[src/rtl/ddr_act_pkg.sv]
package ddr_act_pkg;
  localparam int NUM_BANKS = 4;
  localparam int BANK_W    = $clog2(NUM_BANKS);
  localparam int ROW_W     = 14;
  localparam int AP_BIT    = 10;
  localparam int CFG_W     = 5;
  localparam int CNT_W     = CFG_W + 1;
  localparam int CNT_MAX   = (1 << CNT_W) - 1;
  localparam int RL_MAX    = 2 * ((1 << CFG_W) - 1);
  localparam int RL_W      = $clog2(RL_MAX + 1);

  typedef logic [CNT_W-1:0] cnt_t;

  // Strobes from control to datapath, valid for the current edge
  typedef struct packed {
    logic                 actValid;
    logic [BANK_W-1:0]    cmdBank;
    logic [ROW_W-1:0]     actRow;
    logic [NUM_BANKS-1:0] closeMask;
    logic                 rdValid;
    logic [RL_W-1:0]      rdLat;
  } strobe_t;

  typedef struct packed {
    logic rowOpen;
    logic noRow;
    logic trcd;
    logic tras;
    logic trp;
    logic trc;
    logic trrd;
  } err_t;
endpackage

[src/rtl/dbt_ctrl.sv]
module dbt_ctrl
  import ddr_act_pkg::*;
(
  input  logic                            clk,
  input  logic                            rstN,
  input  logic                            csN,
  input  logic                            rasN,
  input  logic                            casN,
  input  logic                            weN,
  input  logic [BANK_W-1:0]               bankAddr,
  input  logic [ROW_W-1:0]                addr,
  input  logic [CFG_W-1:0]                cfgTrcd,
  input  logic [CFG_W-1:0]                cfgTras,
  input  logic [CFG_W-1:0]                cfgTrp,
  input  logic [CFG_W-1:0]                cfgTrrd,
  input  logic [CFG_W-1:0]                cfgAddLat,
  input  logic [CFG_W-1:0]                cfgCasLat,
  input  logic [NUM_BANKS-1:0]            bankOpen,
  input  logic [NUM_BANKS-1:0][ROW_W-1:0] openRow,
  input  logic [NUM_BANKS-1:0][CNT_W-1:0] sinceAct,
  input  logic [NUM_BANKS-1:0][CNT_W-1:0] sincePre,
  input  cnt_t                            sinceAnyAct,
  input  logic [BANK_W-1:0]               lastActBank,
  output strobe_t                         stb,
  output err_t                            errQ,
  output logic [BANK_W-1:0]               errBankQ
);

  logic isAct, isPre, isCol, isRead;
  assign isAct  = !csN && !rasN &&  casN &&  weN;
  assign isPre  = !csN && !rasN &&  casN && !weN;
  assign isCol  = !csN &&  rasN && !casN;
  assign isRead = isCol && weN;

  logic             curOpen;
  logic [ROW_W-1:0] curRow;
  cnt_t             curSinceAct;
  cnt_t             curSincePre;
  assign curOpen     = bankOpen[bankAddr];
  assign curRow      = openRow[bankAddr];
  assign curSinceAct = sinceAct[bankAddr];
  assign curSincePre = sincePre[bankAddr];

  logic [CNT_W:0] effColDist;
  cnt_t           cycleMin;
  logic [CNT_W:0] latSum;
  assign effColDist = (CNT_W+1)'(curSinceAct) + (CNT_W+1)'(cfgAddLat);
  assign cycleMin   = cnt_t'(cfgTras) + cnt_t'(cfgTrp);
  assign latSum     = (CNT_W+1)'(cfgAddLat) + (CNT_W+1)'(cfgCasLat);

  logic [NUM_BANKS-1:0] targetMask;
  logic [NUM_BANKS-1:0] closeMask;
  logic [NUM_BANKS-1:0] rasShort;
  always_comb begin
    for (int i = 0; i < NUM_BANKS; i++) begin
      targetMask[i] = addr[AP_BIT] || (bankAddr == BANK_W'(i));
      rasShort[i]   = sinceAct[i] < cnt_t'(cfgTras);
    end
    closeMask = isPre ? (targetMask & bankOpen) : '0;
  end

  err_t errNext;
  always_comb begin
    errNext         = '0;
    errNext.noRow   = isCol && !curOpen;
    errNext.trcd    = isCol && curOpen && (effColDist < (CNT_W+1)'(cfgTrcd));
    errNext.tras    = |(closeMask & rasShort);
    errNext.rowOpen = isAct && curOpen && (curRow != addr);
    errNext.trp     = isAct && (curSincePre < cnt_t'(cfgTrp));
    errNext.trc     = isAct && (curSinceAct < cycleMin);
    errNext.trrd    = isAct && (bankAddr != lastActBank) &&
                      (sinceAnyAct < cnt_t'(cfgTrrd));
  end

  always_comb begin
    stb           = '0;
    stb.actValid  = isAct;
    stb.cmdBank   = bankAddr;
    stb.actRow    = addr;
    stb.closeMask = closeMask;
    stb.rdValid   = isRead;
    if (latSum == '0)
      stb.rdLat = RL_W'(1);
    else if (latSum > (CNT_W+1)'(RL_MAX))
      stb.rdLat = RL_W'(RL_MAX);
    else
      stb.rdLat = RL_W'(latSum);
  end

  always_ff @(posedge clk) begin
    if (!rstN) begin
      errQ     <= '0;
      errBankQ <= '0;
    end else begin
      errQ     <= errNext;
      errBankQ <= bankAddr;
    end
  end
endmodule

[config.mk]
export PLATFORM = sky130hd
export DESIGN_NAME = dbt_ctrl
export DESIGN_NICKNAME = d
export VERILOG_FILES = /design/src/rtl/ddr_act_pkg.sv /design/src/rtl/dbt_ctrl.sv
export SDC_FILE = /design/constraint.sdc
export NUM_CORES = 1
export LEC_CHECK = 0
export ABC_AREA = 1
export BUFFER_PORTS_ARGS = -buffer_cell sky130_fd_sc_hd__buf_2
export CAP_MARGIN = 0
export CORE_MARGIN = 4
export CORE_UTILIZATION = 30
export CTS_BUF_LIST = sky130_fd_sc_hd__clkbuf_4
export CTS_CLUSTER_DIAMETER = 40
export DETAILED_ROUTE_END_ITERATION = 10
export GPL_ROUTABILITY_DRIVEN = 0
export PLACE_DENSITY_LB_ADDON = 0.2
export SLEW_MARGIN = 5
export SYNTH_ARGS = -nofsm -noshare
export SYNTH_HDL_FRONTEND = slang
export SYNTH_SLANG_ARGS = --single-unit
[constraint.sdc]
create_clock -name clk -period 6.3 [get_ports clk]
set_clock_uncertainty 0.15 [all_clocks]
set_input_delay 1.89 -clock clk [delete_from_list [all_inputs] [get_ports clk]]
set_output_delay 1.89 -clock clk [all_outputs]
set_load 0.1 [all_outputs]
==> results_dict.tcl <==
set metrics [dict create \
    drtIter0Drc 126 \
    drv_slew 0 \
    worstSetupStartpointType "input pin" \
    synthTopCellsByArea "nand2_1 (26%), ha_1 (20%), inv_1 (8.2%), dfxtp_1 (5.9%), buf_4 (5.4%)" \
    yosys.area.top_type "nand2_1" \
    yosys_warnings 0 \
    cts_hold_buf 0 \
    max_freq_ghz 0.171 \
    tns_ns 0 \
    status "finished, final reports clean" \
    via_per_inst 4.62 \
    ios 205 \
    worstPathMaxFanout 3 \
    portBuffers 204 \
    async_reset_ff_share_pct 0 \
    cts.path.max_buffers 2 \
    hp-class "in -> reg" \
    cpMostUsedCell "buf_2" \
    wl_per_cell_um 12.2 \
    finalCritPeriodShare_pct 93.0 \
    diodes 0 \
    grt_pass1_wl_mm 16.1 \
    cts.sinks 9 \
    synth_edf_count 0 \
    drv_cap 0 \
    drc_errors 0 \
    setup_viol 0 \
    crit_chain "buf_2 > ha_1 > inv_1 > fa_1 > o21ai_0 > xor2_1 > nor2_1 > nand3_1 > nand2_1 > o21ai_2 > buf_2" \
    ys_types 43 \
    worst_pin_slew_ns 0.514 \
    die_y_um 109 \
    syn_inst 528 \
    ir_worst_vdd_uv 114 \
    rsz0062_at_grt "false" \
    layout.nets 928 \
    avgSynthCellArea_sq_um 5.80 \
    static-leakage-power_nw 2.61 \
    grt_start_max_net_pins 34 \
    die-area_sq_um 11900 \
    critical_path_class "in -> out" \
    cts_buffers 3 \
    start_util_pct 31.1 \
    cts_tree "done" \
    postRouteAntennaNets 0 \
    track_usage_pct 16.5 \
    die_width_um 109 \
    relSlewSlack_pct 65.9 \
    arrival_ns 3.82 \
    hold_depth 3 \
    final_util_pct 41.3 \
    drive_above_1_share_pct 32.2 \
    ys_seq_area_share_pct 5.88 \
    dr.pass1.iters 4 \
    cts.clk_slew.worst_paths_ns 0.06 \
    post_cts_resize_count 0 \
    htreeDepth 1 \
    ys_ff_latch 9 \
    crit_required_ns 4.26 \
    yosys_most_used_dff "dfxtp_1" \
    cpPeakStageDelay_ns 0.43 \
    syn_nets 747 \
    post-dp-hpwl_mm 9.43 \
    grt_antenna_before_repair 0 \
    finalHoldViolCount 0 \
    synth_top_area_share_pct 25.6 \
    power.density_nw_per_um2 119 \
    min_period_ns 5.86 \
    syn_to_final_growth_pct 33.1 \
    placementRows 36 \
    syn-cell-area_sq_um 3060 \
    core_area_sq_um 9860 \
    crit_slowest_cell "buf_2" \
    wl_mm 10.3 \
    grt_pass1_vias 3655 \
    postCtsSetupBuffers 0 \
    overflow 0 \
    cts_root_buf "clkbuf_4" \
    vias 3887 \
    end_kind "output pin" \
]
## cell families (layout without fill, tap and decap cells)
| logic type | after synthesis | after routing | synth area share [%] |
|---|---|---|---|
| buffers and inverters | 102 | 282 | 16.4 |
| DFF | 9 | 9 | 5.88 |
| xor gates and xnor gates | 10 | 10 | 2.86 |
| and+or+nand+nor | 292 | 292 | 39.4 |
| adders and majority gates | 51 | 51 | 21.6 |
| AOI/OAI and AO/OA | 64 | 64 | 13.8 |
## stage by stage
stage / total power, mW / cells / cell area [sq um] / hold WS [ns] / setup slack (ns)
global route: 0.537 / 841 / 4080 / 1.69 / 0.266
detailed placement: 0.440 / 837 / 4050 / 1.95 / 0.448
CTS: 0.490 / 841 / 4080 / 1.69 / 0.444
finish: 0.485 / 841 / 4080 / 1.70 / 0.442
floorplan: 0.339 / 528 / 3080 / 1.84 / 0.0845
global placement: 0.434 / 837 / 4050 / 1.96 / 0.508
## cell type report
| type | count | area [sq um] |
|---|---|---|
| Clock buffer | 4 | 30.0 |
| Sequential cell | 9 | 180 |
| Timing Repair Buffer | 206 | 1040 |
| Fill cell | 1108 | 5790 |
| Tap cell | 133 | 166 |
| Inverter | 72 | 273 |
| Multi-Input combinational cell | 417 | 2390 |
## power by group
part / total [mW] / internal, mW / switching [mW]
Sequential: 0.0585 / 0.0582 / 0.000316
Combinational: 0.378 / 0.128 / 0.250
Clock: 0.0491 / 0.0287 / 0.0204
## routing by layer
| layer | GRT usage, % | routed length, um |
|---|---|---|
| met2 | 28.6 | 4840 |
| met1 | 22.0 | 4680 |
| met4 | 1.89 | 48 |
| met5 | 0 | 0 |
| met3 | 2.90 | 707 |
## sequential cells by signal (all words and copies together) (netlist names)
name and flops:
errBankQ 2, errQ 7
## worst paths after layout
| check | start | endpoint | slack (ns) |
|---|---|---|---|
| min | rstN | errBankQ[1] | 1.70 |
| max | cfgAddLat[0] | stb[0] | 0.44 |
## cell usage after synthesis, drive strengths merged, types with 2 or more instances
cell / instances
buf: 30
ha: 48
fa: 3
o2111ai: 2
nand2: 211
a21o: 2
nor2: 31
xnor2: 3
nand4: 9
inv: 71
nor3: 4
a21boi: 3
a21oi: 17
o21a: 5
or2: 2
xor2: 7
o21bai: 3
o21ai: 13
nand3: 31
nor3b: 2
dfxtp: 9
a22oi: 14
## critical path, delay by kind of cell
kind            cells  cell delay [ns]
compound gates      2             0.28
xor+xnor            1             0.26
fa+ha+maj           2             0.59
buf+inv             3             0.58
simple gates        3             0.23
## layout by cell type, fill, tap and decap left out, types with 3 or more instances in the layout
cell / count
buf_2: 204
a21boi_0: 3
inv_1: 67
nor2_1: 28
xor2_1: 7
nand4_1: 9
clkbuf_4: 4
nor3_1: 4
a21oi_1: 16
nand2_1: 209
ha_1: 48
dfxtp_1: 9
a22oi_1: 12
nand3_1: 31
o21ai_0: 7
inv_2: 3
o21a_1: 5
o21bai_1: 3
fa_1: 3
o21ai_1: 4
(Power assumes the default switching activity.)
